===== src/rtl/irq_pkg.sv =====
package irq_pkg;
  parameter int IRQ_N = 16;
  localparam int VEC_W = $clog2(IRQ_N);

  typedef enum logic [1:0] {
    SEL_SET  = 2'd0,
    SEL_CLR  = 2'd1,
    SEL_EN   = 2'd2,
    SEL_GLOB = 2'd3
  } reg_sel_e;

  typedef struct packed {
    logic             ack;
    logic [VEC_W-1:0] ackVec;
    logic             ret;
    logic             setWr;
    logic             clrWr;
    logic             enWr;
    logic             gieWr;
  } ctrl_strb_t;
endpackage


===== src/rtl/irq_datapath.sv =====
module irq_datapath
  import irq_pkg::*;
(
  input  logic             clk,
  input  logic             rst_n,
  input  ctrl_strb_t       strb,
  input  logic [IRQ_N-1:0] srcEvent,
  input  logic [IRQ_N-1:0] wrData,
  input  logic [1:0]       regSel,
  output logic [IRQ_N-1:0] rdData,
  output logic [IRQ_N-1:0] flags,
  output logic [IRQ_N-1:0] enables,
  output logic             gie,
  output logic             savedGie
);
  logic [IRQ_N-1:0] flagsNext;
  logic [IRQ_N-1:0] ackMask;

  always_comb begin
    ackMask = '0;
    ackMask[strb.ackVec] = strb.ack;
    flagsNext = flags;
    if (strb.setWr) flagsNext = flagsNext | wrData;
    if (strb.clrWr) flagsNext = flagsNext & ~wrData;
    flagsNext = flagsNext & ~ackMask;
    flagsNext = flagsNext | srcEvent;   // hardware events win
  end

  always_ff @(posedge clk) begin
    if (!rst_n) begin
      flags    <= '0;
      enables  <= '0;
      gie      <= 1'b0;
      savedGie <= 1'b0;
    end else begin
      flags <= flagsNext;
      if (strb.enWr) enables <= wrData;
      if (strb.ack) begin
        savedGie <= gie;
        gie      <= 1'b0;
      end else if (strb.ret) begin
        gie <= savedGie;
      end else if (strb.gieWr) begin
        gie <= wrData[0];
      end
    end
  end

  always_comb begin
    unique case (regSel)
      SEL_EN:   rdData = enables;
      SEL_GLOB: rdData = {{(IRQ_N-2){1'b0}}, savedGie, gie};
      default:  rdData = flags;
    endcase
  end

  // global enable is off in the cycle after an acknowledge
  a_r7_ack_drops_gie: assert property (@(posedge clk) disable iff (!rst_n)
    strb.ack |=> !gie);
  // a return without an acknowledge restores the saved enable
  a_r8_return_restores: assert property (@(posedge clk) disable iff (!rst_n)
    (strb.ret && !strb.ack) |=> (gie == $past(savedGie)));
  // an event flag is held in the next cycle
  a_r2_event_latched: assert property (@(posedge clk) disable iff (!rst_n)
    (srcEvent != '0) |=> ((flags & $past(srcEvent)) == $past(srcEvent)));
endmodule


===== src/rtl/irq_control.sv =====
module irq_control
  import irq_pkg::*;
(
  input  logic             clk,
  input  logic             rst_n,
  input  logic             irqAck,
  input  logic             irqReturn,
  input  logic             regWrEn,
  input  logic [1:0]       regSel,
  input  logic [IRQ_N-1:0] flags,
  input  logic [IRQ_N-1:0] enables,
  input  logic             gie,
  output ctrl_strb_t       strb,
  output logic             irqReq,
  output logic [VEC_W-1:0] irqVector
);
  logic [IRQ_N-1:0] eligible;

  always_comb begin
    eligible    = flags & enables & {IRQ_N{gie}};
    eligible[0] = flags[0];             // reset position is never masked
    irqVector   = '0;
    for (int i = IRQ_N - 1; i >= 0; i--) begin
      if (eligible[i]) irqVector = VEC_W'(i);
    end
    irqReq = |eligible;
  end

  always_comb begin
    strb        = '0;
    strb.ack    = irqAck && irqReq;
    strb.ackVec = irqVector;
    strb.ret    = irqReturn;
    strb.setWr  = regWrEn && (regSel == SEL_SET);
    strb.clrWr  = regWrEn && (regSel == SEL_CLR);
    strb.enWr   = regWrEn && (regSel == SEL_EN);
    strb.gieWr  = regWrEn && (regSel == SEL_GLOB);
  end

  // a non-zero winner is flagged, enabled and globally allowed
  a_r4_req_gated: assert property (@(posedge clk) disable iff (!rst_n)
    (irqReq && irqVector != '0) |-> (gie && enables[irqVector] && flags[irqVector]));
  // the reported source is pending
  a_r5_vector_flagged: assert property (@(posedge clk) disable iff (!rst_n)
    irqReq |-> flags[irqVector]);
  // flag 0 always wins and always requests
  a_r6_zero_unmasked: assert property (@(posedge clk) disable iff (!rst_n)
    flags[0] |-> (irqReq && irqVector == '0));
endmodule


===== src/rtl/prio_irq_ctrl.sv =====
module prio_irq_ctrl
  import irq_pkg::*;
(
  input  logic             clk,
  input  logic             rst_n,
  input  logic [IRQ_N-1:0] srcEvent,
  input  logic             regWrEn,
  input  logic [1:0]       regSel,
  input  logic [IRQ_N-1:0] regWrData,
  output logic [IRQ_N-1:0] regRdData,
  output logic             irqReq,
  output logic [VEC_W-1:0] irqVector,
  input  logic             irqAck,
  input  logic             irqReturn
);
  ctrl_strb_t       strb;
  logic [IRQ_N-1:0] flags;
  logic [IRQ_N-1:0] enables;
  logic             gie;
  logic             savedGie;

  irq_control ctrl_i (
    .clk(clk), .rst_n(rst_n), .irqAck(irqAck), .irqReturn(irqReturn),
    .regWrEn(regWrEn), .regSel(regSel), .flags(flags), .enables(enables),
    .gie(gie), .strb(strb), .irqReq(irqReq), .irqVector(irqVector)
  );

  irq_datapath dp_i (
    .clk(clk), .rst_n(rst_n), .strb(strb), .srcEvent(srcEvent),
    .wrData(regWrData), .regSel(regSel), .rdData(regRdData),
    .flags(flags), .enables(enables), .gie(gie), .savedGie(savedGie)
  );
endmodule


===== config.mk =====
export PLATFORM = sky130hd
export DESIGN_NAME = prio_irq_ctrl
export DESIGN_NICKNAME = d
export VERILOG_FILES = /design/src/rtl/irq_pkg.sv /design/src/rtl/irq_datapath.sv /design/src/rtl/irq_control.sv /design/src/rtl/prio_irq_ctrl.sv
export SDC_FILE = /design/constraint.sdc
export NUM_CORES = 1
export LEC_CHECK = 0
export BUFFER_PORTS_ARGS = -buffer_cell sky130_fd_sc_hd__clkbuf_2
export CAP_MARGIN = 40
export CORE_ASPECT_RATIO = 1.75
export CORE_MARGIN = 5
export CORE_UTILIZATION = 30
export CTS_CLUSTER_SIZE = 16
export DETAILED_ROUTE_END_ITERATION = 7
export PLACE_DENSITY = 0.5
export SYNTH_ARGS = -nofsm -noshare
export SYNTH_HDL_FRONTEND = slang
export SYNTH_SLANG_ARGS = --single-unit

===== constraint.sdc =====
create_clock -name clk -period 1.97 [get_ports clk]
set_input_delay 0 -clock clk [delete_from_list [all_inputs] [get_ports clk]]
set_output_delay 0 -clock clk [all_outputs]
set_load 0.005 [all_outputs]

==> results of run 1 <==
-- metal layers --
layer  global-route usage  vias to the layer above
met5                    0                        -
met4               0.0726                        0
met3               0.0265                       13
met2                0.330                       69
met1                0.196                     1151
li1                     -                     1216
-- sequential cells by signal (all words and copies together), names as in the netlist --
name and count:
dp_i.gie 1, dp_i.flags 16, dp_i.enables 16, dp_i.savedGie 1
-- kinds of logic after synthesis --
group / Yosys count
buf+inv: 38
flops: 34
compound gates: 110
mux: 4
simple gates: 110
-- repair_timing --
item,in CTS,in global routing
pin swaps,2,2
setup buffers,1,1
resized for setup,3,6
hold buffers,22,0
endpoints found under the hold margin,22,0
endpoints found under the setup margin,1,4
-- layout by cell type (no fill, tap or decap), drive strengths merged, types with 2 or more instances in the layout --
cell type / Yosys / final
inv: 16 / 16
dfxtp: 34 / 34
dlygate4sd3: 0 / 22
nor3: 3 / 3
nor2b: 4 / 4
and2: 4 / 4
a22o: 2 / 2
o21a: 4 / 4
nand3: 4 / 4
a21boi: 16 / 16
a22oi: 3 / 3
a21oi: 27 / 27
mux2i: 4 / 4
clkbuf: 12 / 65
nand4: 5 / 5
a21bo: 2 / 2
nand2: 67 / 67
and3: 3 / 3
o21ai: 13 / 13
o31a: 2 / 2
a311oi: 2 / 2
buf: 10 / 19
a31oi: 20 / 20
nor2: 13 / 13
o22ai: 14 / 14
-- cell type report --
class / instances / area [sq um] / share of cell area
multi-input combinational: 224 / 1260 / 0.434
sequential: 34 / 686 / 0.235
inverter: 16 / 60.1 / 0.0206
tap: 84 / 105 / 0.0361
clock buffer: 6 / 139 / 0.0477
timing repair buffer: 100 / 658 / 0.226
-- metrics by stage --
stage	hold WS, ns	std cells	total power [W]
2_1_floorplan	0.107	296	0.000937
3_3_place_gp	0.210	434	0.00107
3_5_place_dp	0.215	434	0.00108
4_1_cts	0.00173	463	0.00189
5_1_grt	0.0171	464	0.00196
6_report	0.00296	464	0.00187
-- power by group through the flow --
stage               logic [W]  clock network (W)  registers, W
global route         0.000372           0.000820      0.000771
CTS                  0.000332           0.000789      0.000764
global placement     0.000296                  0      0.000779
finish               0.000329           0.000775      0.000765
floorplan            0.000169                  0      0.000768
detailed placement   0.000297                  0      0.000779
-- worst max path at each step --
stage | startpoint | end | cells past startpoint
after global placement | dp_i.flags[8] | dp_i.flags[7] | 6
after floorplan | dp_i.flags[13] | dp_i.flags[7] | 6
after detailed placement | dp_i.flags[8] | dp_i.flags[7] | 6
after CTS | dp_i.flags[9] | irqVector[0] | 8
final | dp_i.flags[9] | dp_i.flags[7] | 8
after global routing | dp_i.flags[9] | dp_i.flags[7] | 8
-- worst max-delay path: stages, from the launching register on --
cell and delay [ns]:
dfxtp_2 0.37, nand2_1 0.06, a32o_1 0.26, a211oi_2 0.25, a21oi_2 0.09, buf_4 0.13
buf_4 0.14, o31a_1 0.29, o21a_1 0.16
==> flow_metrics.py, run 1 <==
metrics = {
    "min_path": {
        "hold_path.class": "input port to register",
        "min_to": "dp_i.enables[5]",
        "whs_path_depth": 3,
        "holdCritStartpoint": "regWrData[5]",
    },
    "logic_synthesis": {
        "synth-simple-area-share": 0.233,
        "async_reset_ff_frac": 0,
        "synth_top_area_share": 0.322,
        "synth-warning-count": 0,
        "synth_common_cells": "66 x nand2_1, 34 x dfxtp_1, 26 x a21oi_1",
        "synth-seq-cells": 34,
        "synth_edf_count": 0,
        "ys_seq_area_frac": 0.322,
        "synth_xor_area_frac": 0,
        "synth_compound_area_frac": 0.341,
        "ys_dominant_reg_cell": "dfxtp_1",
        "synthMuxAreaShare": 0.0190,
        "synth_top_family_by_area": "compound AO/OA/AOI/OAI gates",
        "synth_area_sq_um": 2110,
        "synthesis.area_per_instance_sq_um": 7.14,
        "synthCells": 296,
        "yosys.area.top_type": "dfxtp_1",
        "yosysMostFrequentCell": "nand2_1",
        "syn_nets": 335,
        "synthAdderAreaFrac": 0,
        "synth_area_leaders": "dfxtp_1 32%, nand2_1 12%, a21oi_1 6.2%",
        "ys_types": 43,
    },
    "critical_path": {
        "critPathMaxFanout": 5,
        "critPathRequiredTime_ns": 2.14,
        "startpoint_type": "register",
        "rr_worst_depth": 8,
        "r2r-end": "dp_i.flags[7]",
        "r2r_slack_ns": 0.11,
        "end_kind": "register",
        "worstSetupPathType": "register to register",
        "worst_ep_arrival_time_ns": 2.03,
        "r2r_start": "dp_i.flags[9]",
    },
    "power_and_ir_drop": {
        "netSwitchingFraction": 0.264,
        "clkPwrFrac": 0.415,
        "vdd_drop_max_v": 0.000331,
        "p_per_area_nw_per_um2": 642,
        "p_sw_w": 0.000494,
        "seqPwrFrac": 0.409,
        "power_leakage_nw": 1.24,
        "power_frac_comb": 0.176,
        "p_int_w": 0.00138,
    },
    "sta": {
        "fin_setup_tns_ns": 0,
        "setup_violations": 0,
        "final_hold_viol_count": 0,
        "clock-skew-final_ns": 0.00373,
        "fmax_ghz": 0.537,
        "rsz0062_at_grt": "false",
        "tightest_slew_ns": 0.682,
        "slew_viol_final": 0,
        "fin_crit_ns": 1.86,
        "slew_headroom": 0.545,
        "setup_ws_ns": 0.106,
        "period_share": 0.946,
    },
    "route": {
        "firstDrtPassIters": 4,
        "top_layer": "met4",
        "m1WireLength_microns": 2760,
        "antenna_left": 0,
        "via_per_inst": 5.28,
        "drt_iter0_drc": 141,
        "wl_per_cell_microns": 16.0,
        "drt-total-wl_microns": 7420,
        "vias": 2449,
        "drc": 0,
        "met3_length_microns": 438,
        "met2_wirelength_microns": 4030,
    },
    "layout": {
        "final_layout_size_suffix_gt1_frac": 0.261,
        "layout.nets": 420,
        "fin_util": 0.425,
        "antennaDiodeCount": 0,
        "fillers": 735,
        "final_cell_area_sq_um": 2910,
        "area_growth_pct": 37.9,
    },
    "place": {
        "post-place-ws_ns": 0.0719,
        "place_area_sq_um": 2520,
        "place_congestion": 0.849,
        "io_buffers": 59,
        "dp_hpwl_microns": 5440,
    },
    "outcome": {
        "status": "finished clean",
    },
    "clock_tree": {
        "insertion_delay_ns": 0.28,
        "clkSinkCount": 34,
        "htree_levels": 2,
        "clockBufferDepth": 2,
        "clockRootBuffer": "clkbuf_16",
        "cts-buffers-inserted": 5,
        "clkTransAtPathRegs_ns": 0.05,
        "cts_tree": "yes",
    },
    "die": {
        "ios": 60,
        "chipWidth_microns": 73.4,
        "fp.dieArea_sq_um": 8880,
        "die_height_microns": 121,
        "core_area_sq_um": 6860,
        "rows": 40,
        "start_util": 0.308,
    },
    "job": {
        "cap_violations": 0,
    },
    "global_route": {
        "grt_use_total": 0.179,
        "grt_max_degree": 36,
        "grt_pass1_wl_microns": 12300,
        "overflow": 0,
        "grt_pass1_vias": 2463,
        "antenna_found_initial": 0,
    },
}
Power figures use the tool's default switching activity.
==> run 2, diff against run 1 <==
--- a/config.mk
+++ b/config.mk
@@ -5,14 +5,14 @@
 export SDC_FILE = /design/constraint.sdc
 export NUM_CORES = 1
 export LEC_CHECK = 0
+export ABC_AREA = 1
 export BUFFER_PORTS_ARGS = -buffer_cell sky130_fd_sc_hd__clkbuf_2
 export CAP_MARGIN = 40
 export CORE_ASPECT_RATIO = 1.75
 export CORE_MARGIN = 5
 export CORE_UTILIZATION = 30
-export CTS_CLUSTER_SIZE = 16
 export DETAILED_ROUTE_END_ITERATION = 7
-export PLACE_DENSITY = 0.5
+export PLACE_DENSITY = 0.49
 export SYNTH_ARGS = -nofsm -noshare
 export SYNTH_HDL_FRONTEND = slang
 export SYNTH_SLANG_ARGS = --single-unit
==> run 2 against run 1 <==
Net effect: sequential power increased by 0.8%; via count increased by 1.2%; power rose by 11%; worst setup slack worse by 0.064 ns; sequential cell count unchanged; clock power increased by 18%; cell count up 11%; critical path depth rose by 4; critical endpoint is now dp_i.flags[11].
==> flow_metrics.py, run 2 <==
metrics = {
    "outcome": {
        "status": "finished clean",
    },
    "clock_tree": {
        "clkTransAtPathRegs_ns": 0.06,
        "htree_levels": 2,
        "cts-buffers-inserted": 5,
        "insertion_delay_ns": 0.28,
        "clkSinkCount": 34,
        "clockRootBuffer": "clkbuf_16",
        "cts_tree": "yes",
        "clockBufferDepth": 2,
    },
    "layout": {
        "final_common_cell": "inv_1",
        "final_layout_size_suffix_gt1_frac": 0.364,
        "layout.nets": 465,
        "antennaDiodeCount": 0,
        "stdcell_count": 514,
        "reg_top3": "dp_i.enables (16), dp_i.flags (16)",
        "fin_util": 0.446,
        "layout_common_cells": "72 x inv_1, 58 x clkbuf_2, 41 x o21ai_0",
        "area_growth_pct": 46.9,
    },
    "critical_path": {
        "worst_ep_arrival_time_ns": 2.09,
        "startpoint_type": "register",
        "cp-startpoint": "dp_i.gie",
        "critPathMaxFanout": 7,
        "cp_slowest_cell": "dfxtp_4",
        "path_cells": "buf_4 -> buf_8 -> nand3_4 -> nand2_2 -> nor2_4 -> nand2_2 -> nor2_4 -> inv_4 -> nor3_4 -> nand4_1 -> o211ai_2 -> a21oi_1",
        "worstSetupPathType": "register to register",
        "critPathRequiredTime_ns": 2.13,
        "r2r-end": "dp_i.flags[11]",
        "rr_worst_depth": 12,
        "end_kind": "register",
        "r2r_slack_ns": 0.04,
        "r2r_start": "dp_i.gie",
        "slowest_delay_ns": 0.37,
    },
    "logic_synthesis": {
        "synth_top_area_share": 0.300,
        "syn_nets": 368,
        "yosys.area.top_type": "dfxtp_1",
        "synthesis.area_per_instance_sq_um": 6.89,
        "synth_area_sq_um": 2270,
        "synth_area_leaders": "dfxtp_1 30%, inv_1 12%, o21ai_0 9.1%",
        "async_reset_ff_frac": 0,
        "synth-seq-cells": 34,
        "yosysMostFrequentCell": "inv_1",
        "ys_dominant_reg_cell": "dfxtp_1",
        "synth_common_cells": "73 x inv_1, 41 x o21ai_0, 34 x dfxtp_1",
        "synth_edf_count": 0,
        "synthCells": 329,
        "ys_types": 33,
        "synth-warning-count": 0,
        "ys_seq_area_frac": 0.300,
    },
    "sta": {
        "period_share": 0.978,
        "slew_headroom": 0.581,
        "fin_crit_ns": 1.93,
        "setup_violations": 0,
        "holdWs_ns": 0.0197,
        "final_hold_viol_count": 0,
        "fin_setup_tns_ns": 0,
        "tightest_slew_ns": 0.628,
        "fmax_ghz": 0.519,
        "clock-skew-final_ns": 0.00572,
        "rsz0062_at_grt": "true",
        "slew_viol_final": 0,
    },
    "power_and_ir_drop": {
        "vdd_drop_max_v": 0.000439,
        "p_per_area_nw_per_um2": 625,
        "p_sw_w": 0.000547,
        "netSwitchingFraction": 0.263,
        "p_int_w": 0.00154,
        "clkPwrFrac": 0.439,
        "power_frac_comb": 0.191,
        "power_leakage_nw": 1.59,
        "seqPwrFrac": 0.370,
        "power.total_w": 0.00208,
    },
    "die": {
        "rows": 42,
        "chipWidth_microns": 75.7,
        "fp.dieArea_sq_um": 9460,
        "ios": 60,
        "start_util": 0.304,
        "die_height_microns": 125,
        "core_area_sq_um": 7460,
    },
    "route": {
        "drt_iter0_drc": 97,
        "antenna_left": 0,
        "wl_per_cell_microns": 15.0,
        "drc": 0,
        "vias": 2478,
        "firstDrtPassIters": 4,
        "drt-total-wl_microns": 7690,
        "via_per_inst": 4.82,
    },
    "place": {
        "io_buffers": 59,
        "place_congestion": 0.854,
        "dp_hpwl_microns": 5920,
        "dpl.cell_count": 483,
    },
    "job": {
        "cap_violations": 0,
    },
    "global_route": {
        "overflow": 0,
        "grt_use_total": 0.175,
        "grt_pass1_vias": 2561,
        "antenna_found_initial": 0,
        "grt_pass1_wl_microns": 12600,
        "grt_max_degree": 23,
    },
    "min_path": {
        "whs_path_depth": 3,
        "min_to": "dp_i.enables[11]",
        "hold_path.class": "input port to register",
        "holdCritStartpoint": "regWrData[11]",
    },
}
## run 2: timing repair
| action | in CTS | in global routing |
|---|---|---|
| pin swaps | 11 | 25 |
| hold buffers | 16 | 0 |
| hold endpoints to repair | 16 | 0 |
| setup endpoints to repair | 10 | 19 |
| gates resized for setup | 8 | 31 |
| buffers inserted | 6 | 3 |
## run 2: power groups by stage
stage               Clock [W]  Combinational, W  Sequential [W]
floorplan                   0          0.000210        0.000771
global placement            0          0.000352        0.000783
detailed placement          0          0.000355        0.000782
CTS                  0.000931          0.000385        0.000767
global route         0.000975          0.000444        0.000776
finish               0.000914          0.000398        0.000771
## run 2: worst max-delay path by stage
stage / to / depth (start not counted) / slack, ns
final: dp_i.flags[11] / 12 / 0.04
after global routing: dp_i.flags[14] / 20 / -0.08
after CTS: dp_i.flags[4] / 21 / 0.01
after detailed placement: dp_i.flags[5] / 15 / -0.04
after global placement: dp_i.flags[5] / 15 / 0.02
after floorplan: dp_i.flags[11] / 12 / 0.23
## run 2: area by class of cell
type / count / area [sq um]
Clock buffer: 6 / 139
Inverter: 82 / 315
Clock inverter: 1 / 30.0
Sequential cell: 34 / 684
Timing Repair Buffer: 106 / 742
Fill cell: 829 / 4130
Multi-Input combinational cell: 197 / 1310
Tap cell: 88 / 110
## run 2: layer usage
metal  track usage  part of all wire  vias to the layer above
li1              -                 -                     1270
met1         0.177              0.36                     1155
met2         0.340              0.59                       43
met3        0.0241             0.029                       10
met4        0.0618             0.024                        0
met5             0                 0                        -
## run 2: kinds of logic (layout without fill, tap and decap cells)
group / Yosys count / in the layout / synth area share
AOI/OAI and AO/OA: 104 / 104 / 0.272
buffers and inverters: 98 / 195 / 0.175
DFF: 34 / 34 / 0.300
and+or+nand+nor: 93 / 93 / 0.252
## run 2: critical path, delay by kind of cell, from the launching register on
family | cells | cell delay [ns]
buffers and inverters | 3 | 0.36
AO/OA/AOI/OAI | 2 | 0.15
AND/OR/NAND/NOR | 7 | 0.93
flip-flops | 1 | 0.37
## run 2: metrics by stage
| step | setup WS (ns) | instance area, sq um |
|---|---|---|
| finish | 0.0425 | 3330 |
| global route | -0.0759 | 3330 |
| CTS | 0.0120 | 3170 |
| detailed placement | -0.0381 | 2780 |
| global placement | 0.0234 | 2780 |
| floorplan | 0.234 | 2270 |
==> run 3, diff against run 2 <==
==> constraint.sdc (replaced) <==
create_clock -name clk -period 1.97 [get_ports clk]
set_input_delay 0.197 -clock clk [delete_from_list [all_inputs] [get_ports clk]]
set_output_delay 0.197 -clock clk [all_outputs]
set_load 0.005 [all_outputs]
==> run 3 against run 2 <==
Net effect: the run now ends with negative setup slack left; sequential share of layout area is 0.94 points higher; non-clock buffer count decreased by 9; routed wire length increased by 0.30%; largest power group unchanged; highest routed layer unchanged.
==> flow_metrics.py, run 3 (synthesis results as in run 2) <==
metrics = {
    "route": {
        "firstDrtPassIters": 4,
        "drt_iter0_drc": 114,
        "vias": 2444,
        "drc": 0,
        "via_per_inst": 4.83,
        "antenna_left": 0,
        "wl_per_cell_microns": 15.2,
        "drt-total-wl_microns": 7710,
    },
    "critical_path": {
        "worstSetupPathType": "register to primary output",
        "rr_worst_depth": 12,
        "startpoint_type": "register",
        "critPathMaxFanout": 7,
        "endpoint": "irqVector[1]",
        "r2r_start": "dp_i.gie",
        "cp-startpoint": "dp_i.gie",
        "end_kind": "primary output",
        "r2r-end": "dp_i.flags[15]",
        "critPathRequiredTime_ns": 1.77,
        "r2r_slack_ns": -0.03,
        "worst_ep_arrival_time_ns": 1.85,
    },
    "power_and_ir_drop": {
        "vdd_drop_max_v": 0.000388,
        "netSwitchingFraction": 0.273,
        "seqPwrFrac": 0.377,
        "p_sw_w": 0.000558,
        "power_leakage_nw": 1.55,
        "p_per_area_nw_per_um2": 642,
        "power_frac_comb": 0.184,
        "p_int_w": 0.00149,
        "clkPwrFrac": 0.439,
    },
    "global_route": {
        "overflow": 0,
        "met3_usage": 0.0217,
        "grt_max_degree": 23,
        "use_met1": 0.177,
        "met2_usage": 0.325,
        "grt-busiest-layer": "met2",
        "grt_pass1_vias": 2455,
        "grt_pass1_wl_microns": 12000,
        "antenna_found_initial": 0,
        "grt_use_total": 0.168,
    },
    "clock_tree": {
        "clockBufferDepth": 2,
        "insertion_delay_ns": 0.28,
        "clkTransAtPathRegs_ns": 0.06,
        "cts_tree": "yes",
        "clockRootBuffer": "clkbuf_16",
        "htree_levels": 2,
        "hold_buffers": 0,
        "clkSinkCount": 34,
        "cts-buffers-inserted": 5,
    },
    "layout": {
        "layout.nets": 456,
        "final_layout_size_suffix_gt1_frac": 0.397,
        "reg_top3": "dp_i.enables (16), dp_i.flags (16)",
        "layout_common_cells": "72 x inv_1, 59 x clkbuf_2, 41 x o21ai_0",
        "final_common_cell": "inv_1",
        "multiInputGateArea_sq_um": 1310,
        "seq_area_sq_um": 684,
        "fillers": 811,
        "area_growth_pct": 40.5,
        "antennaDiodeCount": 0,
    },
    "min_path": {
        "holdCritStartpoint": "srcEvent[0]",
        "hold_path.class": "input port to register",
    },
    "sta": {
        "setup_ws_ns": -0.0819,
        "tightest_slew_ns": 0.312,
        "fmax_ghz": 0.487,
        "clock-skew-final_ns": 0.00642,
        "setup_violations": 4,
        "fin_crit_ns": 2.05,
        "slew_headroom": 0.792,
        "rsz0062_at_grt": "true",
        "holdWs_ns": 0.134,
        "slew_viol_final": 0,
        "final_hold_viol_count": 0,
        "period_share": 1.04,
    },
    "die": {
        "core_area_sq_um": 7460,
        "fp.dieArea_sq_um": 9460,
        "start_util": 0.304,
        "chipWidth_microns": 75.7,
        "rows": 42,
        "die_height_microns": 125,
        "ios": 60,
    },
    "outcome": {
        "violations": "negative setup slack",
        "status": "finished with violations",
    },
    "place": {
        "post-place-ws_ns": -0.0296,
        "dp_hpwl_microns": 6150,
        "io_buffers": 59,
        "place_congestion": 0.830,
    },
    "job": {
        "cap_violations": 0,
    },
}
[run 3: cell types whose count changed in the layout (fill, tap and decap cells not counted), sizes merged]
cell         delta
dlygate4sd3    -16
buf             +6
clkinv          +2
[run 3: area by class of cell]
cell class / instances / area share
tap: 88 / 0.0346
clock buffer: 5 / 0.0393
clock inverter: 3 / 0.0126
inverter: 82 / 0.0974
multi-input combinational: 197 / 0.411
sequential: 34 / 0.215
timing repair buffer: 97 / 0.190
[run 3: repair_timing]
| item | in CTS | in global routing |
|---|---|---|
| endpoints found under the setup margin | 6 | 22 |
| setup buffers | 6 | 4 |
| gates resized for setup | 12 | 22 |
| pin swaps | 11 | 22 |
[run 3: per-layer routing]
layer	vias to the layer above	share of wire
li1	1253	-
met1	1128	0.36
met2	54	0.58
met3	9	0.040
met4	0	0.020
met5	-	0
[run 3: worst min path at each step]
| stage | endpoint | cells past startpoint |
|---|---|---|
| floorplan | dp_i.flags[0] | 2 |
| global placement | dp_i.flags[4] | 3 |
| detailed placement | dp_i.flags[1] | 3 |
| CTS | dp_i.flags[1] | 3 |
| global route | dp_i.flags[0] | 3 |
| finish | dp_i.flags[0] | 3 |
[run 3: stage by stage]
step | std cells | setup TNS, ns | cell area [sq um] | utilization | power, W
3_3_place_gp | 488 | 0 | 2790 | 0.374 | 0.00114
4_1_cts | 502 | -0.174 | 3040 | 0.407 | 0.00206
3_5_place_dp | 488 | -0.0296 | 2790 | 0.374 | 0.00114
2_1_floorplan | 329 | 0 | 2270 | - | 0.000981
6_report | 506 | -0.140 | 3180 | 0.427 | 0.00204
5_1_grt | 506 | -2.61 | 3180 | 0.427 | 0.00214
[run 3: critical path, cell delays in order (launching register included)]
cell and delay [ns]:
dfxtp_4 0.37, buf_4 0.14, nand3_1 0.07, nand2_1 0.09, a31oi_1 0.26, nor2_4 0.07
o21bai_4 0.15, a21oi_4 0.08, buf_6 0.13, buf_4 0.12, clkbuf_2 0.10
[run 3: power groups by stage]
stage	Clock (W)	Sequential, W	Combinational (W)
final	0.000897	0.000770	0.000377
after global routing	0.000942	0.000776	0.000425
after CTS	0.000919	0.000767	0.000370
after detailed placement	0	0.000781	0.000363
after global placement	0	0.000783	0.000360
after floorplan	0	0.000771	0.000210
